File: src/rtl/addr_map_pkg.sv
package addr_map_pkg;
  parameter int COL_W = 4;
  parameter int ROW_W = 5;
  parameter int IDX_W = 4;

  typedef enum logic [1:0] {
    MAP_BANK_ROW = 2'd0,
    MAP_ROW_BANK = 2'd1,
    MAP_DEV_ROW  = 2'd2,
    MAP_NONE     = 2'd3
  } map_scheme_e;

  typedef struct packed {
    logic [ROW_W-1:0] rows;
    logic [COL_W-1:0] cols;
    map_scheme_e      scheme;
  } map_entry_t;
endpackage

File: src/rtl/addr_map_table.sv
module addr_map_table
  import addr_map_pkg::*;
(
  input  logic [IDX_W-1:0] idx_i,
  output map_entry_t       entry_o
);
  function automatic map_entry_t mk(input int r, input int c, input map_scheme_e s);
    map_entry_t e;
    e.rows   = ROW_W'(r);
    e.cols   = COL_W'(c);
    e.scheme = s;
    return e;
  endfunction

  always_comb begin
    case (idx_i)
      4'd0:    entry_o = mk(13, 10, MAP_BANK_ROW);
      4'd1:    entry_o = mk(14, 10, MAP_BANK_ROW);
      4'd2:    entry_o = mk(15, 10, MAP_BANK_ROW);
      4'd3:    entry_o = mk(16, 10, MAP_BANK_ROW);
      4'd4:    entry_o = mk(14, 11, MAP_BANK_ROW);
      4'd5:    entry_o = mk(15, 11, MAP_BANK_ROW);
      4'd6:    entry_o = mk(16, 11, MAP_BANK_ROW);
      4'd7:    entry_o = mk(13, 9,  MAP_BANK_ROW);
      4'd8:    entry_o = mk(14, 9,  MAP_BANK_ROW);
      4'd9:    entry_o = mk(15, 9,  MAP_BANK_ROW);
      4'd10:   entry_o = mk(16, 9,  MAP_BANK_ROW);
      4'd11:   entry_o = mk(15, 10, MAP_ROW_BANK);
      4'd12:   entry_o = mk(14, 11, MAP_ROW_BANK);
      4'd13:   entry_o = mk(13, 10, MAP_ROW_BANK);
      4'd14:   entry_o = mk(16, 10, MAP_DEV_ROW);
      4'd15:   entry_o = mk(16, 9,  MAP_DEV_ROW);
      default: entry_o = mk(0, 0, MAP_NONE);
    endcase
  end
endmodule

File: src/rtl/addr_map_rule.sv
module addr_map_rule
  import addr_map_pkg::*;
(
  input  map_entry_t       entry_i,
  input  map_scheme_e      scheme_i,
  input  logic [COL_W-1:0] cols_i,
  input  logic [ROW_W-1:0] rows_i,
  output logic             hit_o
);
  logic col_eq, row_eq, col_le, row_le;

  assign col_eq = (entry_i.cols == cols_i);
  assign row_eq = (entry_i.rows == rows_i);
  assign col_le = (entry_i.cols <= cols_i);
  assign row_le = (entry_i.rows <= rows_i);

  always_comb begin
    hit_o = 1'b0;
    if (entry_i.scheme == scheme_i) begin
      case (scheme_i)
        MAP_BANK_ROW: hit_o = col_eq && row_eq;
        MAP_ROW_BANK: hit_o = col_eq && row_le;
        MAP_DEV_ROW:  hit_o = col_eq || (col_le && row_eq);
        default:      hit_o = 1'b0;
      endcase
    end
  end
endmodule

File: src/rtl/addr_map_sel.sv
module addr_map_sel
  import addr_map_pkg::*;
(
  input  logic             clk_i,
  input  logic             rst_ni,
  input  logic             start_i,
  input  logic [COL_W-1:0] col_bits_i,
  input  logic [ROW_W-1:0] row_bits_i,
  input  logic             bus_half_i,
  input  logic [1:0]       scheme_i,
  output logic             busy_o,
  output logic             done_o,
  output logic             err_o,
  output logic [IDX_W-1:0] cfg_idx_o
);
  localparam int ENTRIES = 1 << IDX_W;
  localparam logic [IDX_W-1:0] LAST_IDX = IDX_W'(ENTRIES - 1);

  logic             busy_q, done_q, err_q;
  logic [IDX_W-1:0] idx_q, cfg_q;
  logic [COL_W-1:0] cols_q;
  logic [ROW_W-1:0] rows_q;
  map_scheme_e      scheme_q;
  map_entry_t       entry;
  logic             hit;
  logic             accept;
  logic [COL_W-1:0] eff_cols;

  assign accept   = start_i && !busy_q;
  assign eff_cols = col_bits_i - COL_W'(bus_half_i);

  addr_map_table u_table (
    .idx_i   (idx_q),
    .entry_o (entry)
  );

  addr_map_rule u_rule (
    .entry_i  (entry),
    .scheme_i (scheme_q),
    .cols_i   (cols_q),
    .rows_i   (rows_q),
    .hit_o    (hit)
  );

  always_ff @(posedge clk_i or negedge rst_ni) begin
    if (!rst_ni) begin
      busy_q   <= 1'b0;
      done_q   <= 1'b0;
      err_q    <= 1'b0;
      idx_q    <= '0;
      cfg_q    <= '0;
      cols_q   <= '0;
      rows_q   <= '0;
      scheme_q <= MAP_NONE;
    end else begin
      done_q <= 1'b0;
      if (accept) begin
        if (map_scheme_e'(scheme_i) == MAP_NONE) begin
          done_q <= 1'b1;
          err_q  <= 1'b1;
        end else begin
          busy_q   <= 1'b1;
          err_q    <= 1'b0;
          idx_q    <= '0;
          cols_q   <= eff_cols;
          rows_q   <= row_bits_i;
          scheme_q <= map_scheme_e'(scheme_i);
        end
      end else if (busy_q) begin
        if (hit) begin
          cfg_q  <= idx_q;
          done_q <= 1'b1;
          busy_q <= 1'b0;
        end else if (idx_q == LAST_IDX) begin
          done_q <= 1'b1;
          err_q  <= 1'b1;
          busy_q <= 1'b0;
        end else begin
          idx_q <= idx_q + 1'b1;
        end
      end
    end
  end

  assign busy_o    = busy_q;
  assign done_o    = done_q;
  assign err_o     = err_q;
  assign cfg_idx_o = cfg_q;

  // busy cycle counter for the latency bound
  logic [IDX_W:0] busy_cnt;
  always_ff @(posedge clk_i or negedge rst_ni) begin
    if (!rst_ni)     busy_cnt <= '0;
    else if (busy_q) busy_cnt <= busy_cnt + 1'b1;
    else             busy_cnt <= '0;
  end

  assert_search_bound_R7: assert property (@(posedge clk_i) disable iff (!rst_ni)
    busy_cnt <= (IDX_W+1)'(ENTRIES));

  assert_busy_ends_done_R7: assert property (@(posedge clk_i) disable iff (!rst_ni)
    busy_o |=> (busy_o || done_o));

  assert_done_pulse_R7: assert property (@(posedge clk_i) disable iff (!rst_ni)
    (done_o && !start_i) |=> !done_o);

  assert_not_busy_done_R7: assert property (@(posedge clk_i) disable iff (!rst_ni)
    !(done_o && busy_o));

  assert_unknown_scheme_R9: assert property (@(posedge clk_i) disable iff (!rst_ni)
    (start_i && !busy_o && scheme_i == 2'd3) |=> (done_o && err_o && !busy_o));

  assert_cfg_hold_R8: assert property (@(posedge clk_i) disable iff (!rst_ni)
    !(done_o && !err_o) |-> $stable(cfg_idx_o));

  assert_err_with_done_R8: assert property (@(posedge clk_i) disable iff (!rst_ni)
    $rose(err_o) |-> done_o);
endmodule

File: config.mk
export PLATFORM = sky130hd
export DESIGN_NAME = addr_map_sel
export DESIGN_NICKNAME = d
export VERILOG_FILES = /design/src/rtl/addr_map_pkg.sv /design/src/rtl/addr_map_table.sv /design/src/rtl/addr_map_rule.sv /design/src/rtl/addr_map_sel.sv
export SDC_FILE = /design/constraint.sdc
export NUM_CORES = 1
export LEC_CHECK = 0
export CAP_MARGIN = 20
export CELL_PAD_IN_SITES_DETAIL_PLACEMENT = 2
export CELL_PAD_IN_SITES_GLOBAL_PLACEMENT = 2
export CORE_ASPECT_RATIO = 1.75
export CORE_UTILIZATION = 35
export CTS_CLUSTER_DIAMETER = 30
export DETAILED_ROUTE_END_ITERATION = 10
export PLACE_DENSITY_LB_ADDON = 0.12
export SETUP_SLACK_MARGIN = 0.02
export SYNTH_ARGS = -nofsm -noshare
export SYNTH_HDL_FRONTEND = slang
export SYNTH_HIERARCHICAL = 1
export SYNTH_SLANG_ARGS = --single-unit
File: constraint.sdc
create_clock -name clk_i -period 3.8 [get_ports clk_i]
set_clock_uncertainty 0.05 [all_clocks]
set_input_delay 1.14 -clock clk_i [delete_from_list [all_inputs] [get_ports clk_i]]
set_output_delay 1.14 -clock clk_i [all_outputs]
set_load 0.01 [all_outputs]
==> results.toml <==
[layout]
final_util = 0.431
nNetsFinal = 204
syn_to_final_growth_pct = 18.3
drive_above_1_share = 0.135
antenna_cells = 0
final_cell_mix = "21 x clkdlybuf4s50_1, 20 x dfrtp_1, 17 x ha_1"
fillers = 477
final_common_cell = "clkdlybuf4s50_1"

[synth]
syn_area_sq_um = 1590
synthesis.nets = 185
ys_ff_latch = 22
seq_area_frac_synth = 0.348
yosysTopAreaCellShare = 0.315
synth_edf_count = 0
synth_area_per_cell_sq_um = 10.4
synth_area_leaders = "dfrtp_1 31%, ha_1 13%, mux2_4 5.7%, mux2i_1 5.0%, mux2_2 3.5%"
yosys_warnings = 6
syn_inst = 153
synth_top_flop_cell = "dfrtp_1"
async_reset_ff_frac = 1.00
synth_largest_area_cell = "dfrtp_1"
ys_types = 42

[worst_setup_path]
crit_chain = "inv_1 > ha_1 > nor3b_1 > a221oi_2 > ha_1 > and4_1 > nand2_1 > o21ai_0 > a22o_1 > nand2b_1 > nand2b_1 > a311o_1"
crit_family = "compound AO/OA/AOI/OAI gates"
start_kind = "register"
cp_slowest_stage_delay_ns = 0.63
cp.arrival_ns = 3.60
required_ns = 3.90
end_kind = "register"
worstPathMaxFanout = 11
crit_buf_inv = 1
cpMaxStageDelayCell = "dfrtp_1"
critical_path_class = "register to register"

[drt]
post-route-drc-count = 0
drtAntennaViolNets = 0
drtPass1Iterations = 4
avgRoutedWirePerCell_um = 19.2
first_iter_violations = 10
routed_wl_um = 4270
vias_per_cell = 5.42
vias = 1204

[pwr]
pwr_density_cell_nw_per_um2 = 824
total_power_mw = 1.55
leakagePower_nw = 0.874
ir_drop_uv = 349

[placed_design]
pre_cts_slack_ns = 0.348
port_buffers = 21
hpwl_um = 3250
gp_congestion = 0.787

[floorplanning]
core_sq_um = 4360
row_count = 32
die_w_um = 53.0
start_util = 0.364
io_pins = 22
fp.dieH_um = 91.2
die-area_sq_um = 4830

[cts]
holdBufCountCts = 0
clock_path_buffers = 2
ctsHtreeMaxLevel = 1
cts_tree = "yes"
post_cts_resized = 0
clock_sinks = 22
cts_setup_buffers = 0
numCtsBuffers = 3
path_clk_slew_ns = 0.08
clk_latency_ns = 0.26
cts-root-buf = "clkbuf_8"

[outcome]
status = "finished clean"

[sta]
timing.hold.ws_ns = 0.467
setup_violations = 0
setup_slack_ns = 0.297
finalCritPeriodShare = 0.922
slew_viol_final = 0
grt_setup_unrepaired = "no"
setup_tns_ns = 0
hold_violations = 0
period_needed_ns = 3.50
worstMarginPinSlew_ns = 0.769
relSlewSlack = 0.487
fmaxAchievable_mhz = 285

[global_routing]
grt_use_total = 0.195
grt_pass1_wl_um = 6800
grt_pass1_vias = 1389
grt_overflow_total = 0
grt_max_degree = 23
antenna_found_initial = 0

[min_path]
hp-class = "register to register"

[job]
maxCapViolations = 0
## stage by stage
stage / area (sq um) / instances
global placement: 1800 / 217
detailed placement: 1800 / 217
global route: 1880 / 222
CTS: 1870 / 221
finish: 1880 / 222
floorplan: 1590 / 153
## routing by layer
metal / GRT usage / vias up / routed length, um
met4: 0.0614 / 0 / 68
met3: 0.0235 / 4 / 123
li1: - / 567 / -
met1: 0.195 / 608 / 1560
met5: 0 / - / 0
met2: 0.384 / 25 / 2520
## where the power goes
part	internal (mW)	switching [mW]	leakage (nW)
clock	0.141	0.0815	0.0357
sequential	0.351	0.165	0.268
combinational	0.417	0.394	0.570
total	0.908	0.641	0.874
## cell families (layout without fill, tap and decap cells)
family / Yosys count / after routing / synth area share
AO/OA/AOI/OAI: 29 / 29 / 0.130
XOR/XNOR: 5 / 5 / 0.0275
adder cells (fa/ha/maj): 17 / 17 / 0.134
buffers and inverters: 23 / 41 / 0.0810
flip-flops: 22 / 22 / 0.348
multiplexers: 19 / 19 / 0.142
other: 2 / 2 / 0.00472
AND/OR/NAND/NOR: 36 / 36 / 0.133
## flip-flops by register name, summed over array words and instances, names as in the netlist
signal,cells
rows_q,5
cfg_idx_o,4
cols_q,4
idx_q,4
scheme_q,2
busy_o,1
done_o,1
err_o,1
## worst paths after layout
path | start | end | slack, ns | cells after the start
worst max register to register | idx_q[0]$_DFFE_PN0P_ | idx_q[2]$_DFFE_PN0P_ | 0.30 | 12
min in group asynchronous | rst_ni | cols_q[2]$_DFFE_PN0P_ | 1.02 | 1
max in group asynchronous | rst_ni | scheme_q[0]$_DFFE_PN1P_ | 2.09 | 3
worst min register to register | cfg_idx_o[0]$_DFFE_PN0P_ | cfg_idx_o[0]$_DFFE_PN0P_ | 0.47 | 1
worst min-delay path | cfg_idx_o[0]$_DFFE_PN0P_ | cfg_idx_o[0]$_DFFE_PN0P_ | 0.47 | 1
worst max-delay path | idx_q[0]$_DFFE_PN0P_ | idx_q[2]$_DFFE_PN0P_ | 0.30 | 12
## cell usage after synthesis (2+ instances only)
| cell type | instances |
|---|---|
| ha_1 | 17 |
| dfrtp_1 | 20 |
| inv_1 | 14 |
| xnor2_1 | 2 |
| buf_6 | 4 |
| nand2b_1 | 4 |
| o22a_1 | 3 |
| nor2b_1 | 3 |
| dfstp_2 | 2 |
| nor2_1 | 7 |
| a21oi_1 | 4 |
| nand3_1 | 3 |
| nor3b_1 | 5 |
| xor2_1 | 3 |
| conb_1 | 2 |
| mux2i_1 | 8 |
| o221ai_1 | 2 |
| mux2_2 | 5 |
| nand2_1 | 5 |
| o21ai_0 | 11 |
| mux2_4 | 6 |
| buf_4 | 3 |
## area by class of cell
type	instances	area [sq um]	share of cell area
sequential	22	553	0.294
tap	51	63.8	0.0339
multi-input combinational	108	908	0.483
clock inverter	1	30.0	0.0160
timing repair buffer	23	233	0.124
inverter	14	52.6	0.0279
clock buffer	3	41.3	0.0219
No activity file was read; power rests on OpenSTA's default activity.
